===== src/rtl/pixclk_calc.sv =====
module pixclk_calc #(
  parameter int unsigned REF_HZ = 14318181,
  parameter int FW = 32
) (
  input  logic             clk,
  input  logic             rst_n,
  input  logic             start_i,
  input  logic [1:0]       clk_sel_i,
  input  logic [3:0][7:0]  mult_i,
  input  logic [3:0][7:0]  div_i,
  input  logic [7:0]       mclk_cfg_i,
  output logic [FW-1:0]    freq_o,
  output logic             done_o
);
  localparam int CW = $clog2(FW);
  localparam logic [FW-1:0] REF_V = FW'(REF_HZ);

  logic [7:0]    sel_mult, sel_div, div_masked, div_eff, mult_use, divisor;
  logic [FW+7:0] prod;
  logic          mclk_mode;

  assign sel_mult   = mult_i[clk_sel_i];
  assign sel_div    = div_i[clk_sel_i];
  assign div_masked = sel_div[7] ? sel_div : {sel_div[7], 1'b0, sel_div[5:0]};
  assign div_eff    = div_masked[0] ? {div_masked[7:1], 1'b0} : {1'b0, div_masked[7:1]};
  assign mclk_mode  = mclk_cfg_i[6];
  assign mult_use   = mclk_mode ? {2'b00, mclk_cfg_i[5:0]} : {1'b0, sel_mult[6:0]};
  assign divisor    = mclk_mode ? (div_i[3][0] ? 8'd16 : 8'd8) : div_eff;
  assign prod       = {8'b0, REF_V} * {{FW{1'b0}}, mult_use};

  logic [FW-1:0] quo;
  logic [7:0]    rem, dvs;
  logic [CW-1:0] cnt;
  logic          busy;
  logic [8:0]    trial;
  logic          ge;
  logic [FW-1:0] quo_next;

  assign trial    = {rem, quo[FW-1]};
  assign ge       = trial >= {1'b0, dvs};
  assign quo_next = {quo[FW-2:0], ge};

  always_ff @(posedge clk or negedge rst_n) begin
    if (!rst_n) begin
      quo    <= '0;
      rem    <= '0;
      dvs    <= '0;
      cnt    <= '0;
      busy   <= 1'b0;
      done_o <= 1'b0;
      freq_o <= '0;
    end else if (start_i) begin
      quo    <= prod[FW-1:0];
      rem    <= '0;
      dvs    <= divisor;
      cnt    <= '0;
      busy   <= 1'b1;
      done_o <= 1'b0;
    end else if (busy) begin
      quo <= quo_next;
      rem <= ge ? 8'(trial - {1'b0, dvs}) : trial[7:0];
      cnt <= cnt + 1'b1;
      if (cnt == CW'(FW - 1)) begin
        busy   <= 1'b0;
        done_o <= 1'b1;
        freq_o <= (dvs == 8'd0) ? '0 : quo_next;
      end
    end
  end
endmodule



===== config.mk =====
export PLATFORM = sky130hd
export DESIGN_NAME = pixclk_calc
export DESIGN_NICKNAME = d
export VERILOG_FILES = /design/src/rtl/pixclk_calc.sv
export SDC_FILE = /design/constraint.sdc
export NUM_CORES = 1
export LEC_CHECK = 0
export BUFFER_PORTS_ARGS = -buffer_cell sky130_fd_sc_hd__buf_2
export CAP_MARGIN = 10
export CORE_MARGIN = 5
export CORE_UTILIZATION = 40
export CTS_CLUSTER_SIZE = 25
export DETAILED_ROUTE_END_ITERATION = 10
export MAX_ROUTING_LAYER = met4
export PLACE_DENSITY_LB_ADDON = 0.1
export SLEW_MARGIN = 20
export SYNTH_ARGS = -nofsm -noshare
export SYNTH_HDL_FRONTEND = slang
export SYNTH_SLANG_ARGS = --single-unit

===== constraint.sdc =====
create_clock -name clk -period 5.05 [get_ports clk]
set_clock_uncertainty 0.15 [all_clocks]
set_input_delay 0.2525 -clock clk [delete_from_list [all_inputs] [get_ports clk]]
set_output_delay 0.2525 -clock clk [all_outputs]
set_load 0.01 [all_outputs]

==> results of run 1 <==
==> final cells by class <==
type	instances	area (sq um)
Fill cell	1759	9280
Multi-Input combinational cell	563	5040
Sequential cell	87	2180
Timing Repair Buffer	200	1250
Inverter	88	330
Tap cell	234	293
Clock buffer	12	256
Clock inverter	4	76.3
==> layout by cell type (no fill, tap or decap), types with 12 or more instances in the layout <==
cell / netlist / final
sky130_fd_sc_hd__mux4_2: 15 / 15
sky130_fd_sc_hd__a211oi_1: 12 / 12
sky130_fd_sc_hd__nand2_1: 32 / 32
sky130_fd_sc_hd__o21a_1: 13 / 13
sky130_fd_sc_hd__mux2i_1: 29 / 26
sky130_fd_sc_hd__dfrtp_1: 87 / 86
sky130_fd_sc_hd__fa_1: 36 / 36
sky130_fd_sc_hd__ha_1: 84 / 82
sky130_fd_sc_hd__xor2_1: 12 / 12
sky130_fd_sc_hd__nor2b_1: 15 / 15
sky130_fd_sc_hd__nor2_1: 41 / 41
sky130_fd_sc_hd__nand3_1: 19 / 19
sky130_fd_sc_hd__o21ai_0: 45 / 44
sky130_fd_sc_hd__buf_2: 2 / 102
sky130_fd_sc_hd__inv_1: 87 / 84
sky130_fd_sc_hd__a22o_1: 33 / 33
sky130_fd_sc_hd__buf_4: 0 / 96
sky130_fd_sc_hd__a21oi_1: 38 / 35
==> sequential cells by signal (all words and copies together), names as in the netlist <==
| signal | flops |
|---|---|
| quo | 32 |
| dvs | 8 |
| cnt | 5 |
| freq_o | 32 |
| rem | 8 |
| done_o | 1 |
| busy | 1 |
==> worst paths after layout <==
| path | to | from | cells after the start |
|---|---|---|---|
| max | quo[23] | clk_sel_i[0] | 19 |
| min | rem[6] | rst_n | 2 |
| max reg2reg | rem[4] | dvs[1] | 8 |
| min reg2reg | freq_o[23] | freq_o[23] | 1 |
| max in group asynchronous | busy | rst_n | 3 |
| min in group clk | dvs[3] | div_i[24] | 4 |
==> power groups by stage <==
stage               logic, mW  clock network (mW)  registers (mW)
finish                   4.20               0.724           0.988
floorplan                2.57                   0           0.952
global placement         4.10                   0           0.991
global route             4.70               0.776            1.01
detailed placement       4.13                   0            1.00
CTS                      4.17               0.744           0.987
==> per-stage QoR <==
stage               hold WS [ps]  std cells  worst slack [ps]   util
floorplan                   -193        775             -50.2      -
global placement            -109       1171              -154  0.484
detailed placement          -109       1171              -208  0.484
CTS                         79.1       1188               148  0.502
global route                 104       1188              17.2  0.504
finish                      98.9       1188               232  0.504
==> cells by family after synthesis <==
family	after synthesis
multiplexers	52
AND/OR/NAND/NOR	164
XOR/XNOR	23
adder cells (fa/ha/maj)	120
buffers and inverters	125
AO/OA/AOI/OAI	204
flip-flops	87
==> worst max-delay path: cells and delay by family <==
kind,cells,cell delay [ps]
adders and majority gates,5,1930
and+or+nand+nor,3,780
muxes,2,670
buffers and inverters,6,630
AOI/OAI and AO/OA,3,630
==> metal layers <==
layer,track usage,routed length [um]
met1,0.277,10000
met2,0.304,9250
met3,0.0162,553
met4,0.0499,388
met5,-,0
==> what timing repair did <==
item / in CTS / in global routing
hold buffers: 1 / 0
buffers inserted: 0 / 0
setup endpoints to repair: 0 / 13
resized for setup: 0 / 7
hold endpoints to repair: 2 / 0
==> results.md, run 1 <==
* Outcome: completed
* Ranking of synthesized cells by area: sky130_fd_sc_hd__dfrtp_1, sky130_fd_sc_hd__ha_1, sky130_fd_sc_hd__fa_1, sky130_fd_sc_hd__mux4_2, sky130_fd_sc_hd__inv_1
* PD cells at 627 mW/mm^2
* Number of nets produced by synthesis at just under 1000
* 1st-pass router iterations at 4
* Sequential Power Share at 0.167
* Switch share at 0.441
* Internal power at 3.30 mW
* Routed Wire Length at 20200 um
* Switch Pwr at roughly 2.6 mW
* Finished Cell Area at between 0.009 and 0.01 sq mm
* Die outline width at around 150 um
* Core Footprint at 0.0187 sq mm
* Clock latency on the worst-skew pair at 330 ps
* Diode insertion count for antenna repair at 0
* Portion of the post-synthesis area used by sequential elements at 0.287
* Post-synthesis share of cell area spent on and, or, nand and nor gates at 0.111
* #FFs+latches synth at just under 90
* Antenna violations before repair at 0
* Placed wire-length estimate after detailed placement at roughly 17000 um
* Antenna viol nets, final at 0
* Cell repeated most along the worst path: sky130_fd_sc_hd__buf_4
* Post-synthesis share of cell area spent on xor and xnor gates at 0.0265
* Drc violations at 0
* Shortest clock period the worst path allows after layout at 4820 ps
* TNS Setup at 0 ps
* Number of port buffers at 104
* Complex-gate fraction of the synthesized area at 0.186
* Remaining global-route overflow at 0
* Number of vias per cell after detailed routing at 5.40
* Number of levels the H-tree was split into at 3
* Slowest stage delay, CP at 540 ps
* Total vias in the final route at approximately 6400
* Area of the mapped netlist at 0.00759 sq mm
* Initial cell density of the core at 0.406
* Maximum VDD drop at approximately 0.00028 V
* Inserted Clock Buffers at 9
* Number of flops mapped to enable cells by yosys at 0
* Top post-synthesis cells by count: sky130_fd_sc_hd__dfrtp_1, sky130_fd_sc_hd__inv_1, sky130_fd_sc_hd__ha_1, sky130_fd_sc_hd__o21ai_0, sky130_fd_sc_hd__nor2_1
* Critical Path Sink Type: register
* Share of Yosys cell area claimed by the top area cell type at 0.287
* Yosys warning total at 0
* Number of library cell types mapped by synthesis at 66
* Wire length of the first global-routing pass at 34200 um
* Number of rows created at floorplan at 50
* Largest family of logic cells by synthesized area: adder cells
* Number of top-level pins at 110
* Crit path max fanout at 7
* Root Buffer: sky130_fd_sc_hd__clkbuf_16
* Async set-reset flop share out of synthesis at 1.00
* Flip-flop cell with the highest count after synthesis: sky130_fd_sc_hd__dfrtp_1
* Clock-pin transition on the worst setup and hold timing paths at 60 ps
* Die area at 0.0218 sq mm
* R2r setup slk at 2500 ps
* Yosys top cell by area: sky130_fd_sc_hd__dfrtp_1
* Post-Synth Adder-Cell Area at 0.233
* Worst hold path class: input port to async pin
* Startpoint Class: input port
* Endpoint required time on the critical path at 5120 ps
* Clock Sink Count at slightly below 90
* Fin. Hold Viols at 0
* GRT Total Usage at 0.195
* Highest achievable clock rate at 0.208 GHz
* Sum of internal, switching and leakage power at slightly below 6 mW
* Buffer depth of the longest clock path at 2
* Critical-path top delay cell: sky130_fd_sc_hd__fa_1
* Setup Crit Path Kind: input port to register
* Clock tree from TritonCTS: yes
* Mapped Cells at roughly 780
* CP Data Arrival Time at 4890 ps
* Final net count at 1146
* Fraction of power consumed by combinational cells at 0.710
* Transition time at the pin with the least slew margin at slightly above 900 ps
* Fraction of synthesized area in multiplexers at 0.0946
* Worst relative slew slack at 0.389
* Ratio of cells with drive above 1 in the final layout at 0.277
* Fraction of the cycle the final worst path needs at 0.954
* Critical Path, Cell by Cell: buf_4 > buf_4 > mux4_2 > mux2i_2 > buf_4 > inv_2 > ha_1 > ha_1 > fa_1 > inv_1 > fa_1 > inv_1 > ha_4 > a21oi_2 > nor2b_1 > or3_1 > o211a_1 > or3_1 > a31o_1
* Placement Cell Area at ~0.0091 sq mm
* Area Overhead vs Synth at 24.1%
* Number of global-route vias before repair at 6689
* Unrepaired setup endpoints after global routing: no
* Final weighted congestion in routability-driven placement at 0.930
* Leak Pwr at between 4 and 5 nW
* Mean Syn Cell Area at 9.80 sq um
* Die Span Y at 148 um
* Iteration-0 DRC Markers at 331
* Count of maximum capacitance violations at 0
* Clk pwr share at 0.123
* Number of setup violations in the final report at 0
* Routed wire per std cell at ~17 um
* Number of slew-limit violations in the final report at 0
* Pin count of the biggest net entering global routing at 88
Power figures use the tool's default switching activity.
==> run 2, diff against run 1 <==
clock period = 5.26 ns   (was 5.05 ns; I/O delays follow)
==> run 2 against run 1 <==
Effect of this change: cell count down 2.2%; first-iteration DRC count is 13% lower; sequential cell count unchanged; clock power fell by 17%; critical path type unchanged; via count decreased by 3.2%; power decreased by 11%; combinational power decreased by 12%.
==> results.md, run 2 (synthesis gave the netlist of run 1 again) <==
* Initial cell density of the core at 0.406 (unchanged)
* Fill cell count at 1785 (+1.5%)
* Critical Path, Cell by Cell: buf_2 > mux4_2 > mux2_2 > ha_1 > ha_1 > or2_2 > fa_1 > inv_1 > fa_1 > inv_1 > ha_1 > a21oi_2 > o21a_1 > o22ai_1 > nor4b_1 > xor2_1 > a21oi_1
* Met1 track utilization from global routing at 0.265 (-0.0114)
* Routed Wire Length at 19800 um (-1.8%)
* Highest achievable clock rate at ~0.2 GHz
* Ratio of cells with drive above 1 in the final layout at 0.246 (-0.0310)
* Transition time at the pin with the least slew margin at 989 ps (+75.5 ps)
* Global Route met3 Usage at 0.0129 (-0.00337)
* Most crowded layer after global routing: met2
* Drc violations at 0 (unchanged)
* Core Footprint at 0.0187 sq mm (unchanged)
* CP Data Arrival Time at 5030 ps (+140 ps)
* Number of port buffers at 104 (unchanged)
* Routed wire per std cell at 17.1 um (+0.39%)
* Maximum VDD drop at 0.000254 V (-9.0%)
* Die outline width at 148 um (unchanged)
* Final weighted congestion in routability-driven placement at 0.894 (-3.9%)
* Leak Pwr at 4.73 nW (-2.9%)
* Shortest clock period the worst path allows after layout at 4990 ps
* Critical-path top delay cell: sky130_fd_sc_hd__nor4b_1
* Root Buffer: sky130_fd_sc_hd__clkbuf_16
* Crit path max fanout at 7 (unchanged)
* Iteration-0 DRC Markers at 287 (-13%)
* Most common cell after layout, fill and taps aside: sky130_fd_sc_hd__buf_2
* Pin count of the biggest net entering global routing at 88 (unchanged)
* 1st-pass router iterations at 4 (unchanged)
* Clock latency on the worst-skew pair at 340 ps (about the same)
* Fin. Hold Viols at 0 (unchanged)
* Number of vias per cell after detailed routing at 5.34 (-1.0%)
* Clock-pin transition on the worst setup and hold timing paths at 60 ps (about the same)
* Total setup buffers inserted after CTS at 0 (unchanged)
* Remaining global-route overflow at 0 (unchanged)
* Clock tree from TritonCTS: yes
* Placed wire-length estimate after detailed placement at 16100 um (-2.5%)
* Buffer depth of the longest clock path at 2 (unchanged)
* Inserted Clock Buffers at 9 (unchanged)
* Number of slew-limit violations in the final report at 0 (unchanged)
* TNS Setup at 0 ps (unchanged)
* Final net count at 1122 (-2.1%)
* Number of levels the H-tree was split into at 3 (unchanged)
* Commonest non-fill, non-tap cells in the layout: sky130_fd_sc_hd__buf_2, sky130_fd_sc_hd__dfrtp_1, sky130_fd_sc_hd__inv_1
* PD cells at 575 mW/mm^2 (-8.2%)
* Clock Sink Count at 87 (unchanged)
* Antenna violations before repair at 0 (unchanged)
* FF-to-FF path depth at 8 (unchanged)
* Setup Crit Path Kind: input port to register
* Outcome: completed
* Worst hold path class: input port to async pin
* Cell repeated most along the worst path: sky130_fd_sc_hd__ha_1
* Area Overhead vs Synth at 20.1%
* Unrepaired setup endpoints after global routing: no
* Number of rows created at floorplan at 50 (unchanged)
* Core utilization of the finished layout at 0.487 (-0.0164)
* Endpoint required time on the critical path at 5290 ps (+170 ps)
* Critical Path Sink Type: register
* Count of maximum capacitance violations at 0 (unchanged)
* Die Span Y at 148 um (unchanged)
* Diode insertion count for antenna repair at 0 (unchanged)
* Slowest stage delay, CP at 650 ps (+110 ps)
* Die area at 0.0218 sq mm (unchanged)
* Largest registers: freq_o: 32 flops, quo: 32 flops
* Number of setup violations in the final report at 0 (unchanged)
* Antenna viol nets, final at 0 (unchanged)
* GRT Total Usage at 0.189 (-0.00615)
* Fraction of the cycle the final worst path needs at 0.950
* GR met2 Demand/Resource at 0.301 (-0.00344)
* Total vias in the final route at 6206 (-3.2%)
* Wire length of the first global-routing pass at 32600 um (-4.7%)
* Number of top-level pins at 110 (unchanged)
* Startpoint Class: input port
* Number of global-route vias before repair at 6290 (-6.0%)
* Worst relative slew slack at 0.338 (-0.0505)
run 2: per-stage QoR:
step                total power [mW]  cells  hold WS, ps  instance area (sq um)  setup slack (ps)
finish                          5.25   1162          106                   9120               265
global route                    5.78   1162         98.5                   9120              10.2
CTS                             5.27   1162         92.3                   9110               270
detailed placement              4.63   1147        -98.2                   8820             -76.1
global placement                4.60   1147        -99.5                   8820             -90.0
floorplan                       3.33    775         -183                   7630             -25.9
run 2: power breakdown:
part	internal [mW]	total (mW)	switching [mW]	leakage, nW
registers	0.825	0.945	0.120	1.12
logic	1.68	3.70	2.02	3.47
clock network	0.361	0.604	0.243	0.138
total	2.86	5.25	2.38	4.73
run 2: layout make-up:
type | count | area, sq um | share of cell area
Multi-Input combinational cell | 563 | 4970 | 0.545
Sequential cell | 87 | 2180 | 0.239
Timing Repair Buffer | 176 | 1070 | 0.117
Inverter | 88 | 330 | 0.0362
Tap cell | 234 | 293 | 0.0321
Clock buffer | 10 | 229 | 0.0251
Clock inverter | 4 | 48.8 | 0.00535
run 2: routing by layer:
layer  vias up  wire length, um
met1      2951             9770
met5         -                0
met4         0              256
met3        13              552
li1       3110                -
met2       132             9240
run 2: worst max-delay path, delay by kind of cell:
family                     cells  cell delay (ps)
xor gates and xnor gates       1              260
adders and majority gates      5             1850
AOI/OAI and AO/OA              4              550
muxes                          2              830
and+or+nand+nor                2              950
buffers and inverters          3              320
run 2: path summary, 6_finish.rpt:
check | from | endpoint | slack, ps
min in group clk | div_i[24] | dvs[4] | 170
hold / removal | rst_n | rem[7] | 110
hold reg to reg | freq_o[18] | freq_o[18] | 350
setup reg to reg | dvs[1] | rem[4] | 2670
max in group asynchronous | rst_n | busy | 3940
setup / recovery | clk_sel_i[0] | quo[24] | 270
run 2: timing repair:
item | in CTS | in global routing
endpoints found under the hold margin | 2 | 0
hold buffers | 1 | 0
gates resized for setup | 0 | 1
setup endpoints to repair | 0 | 1
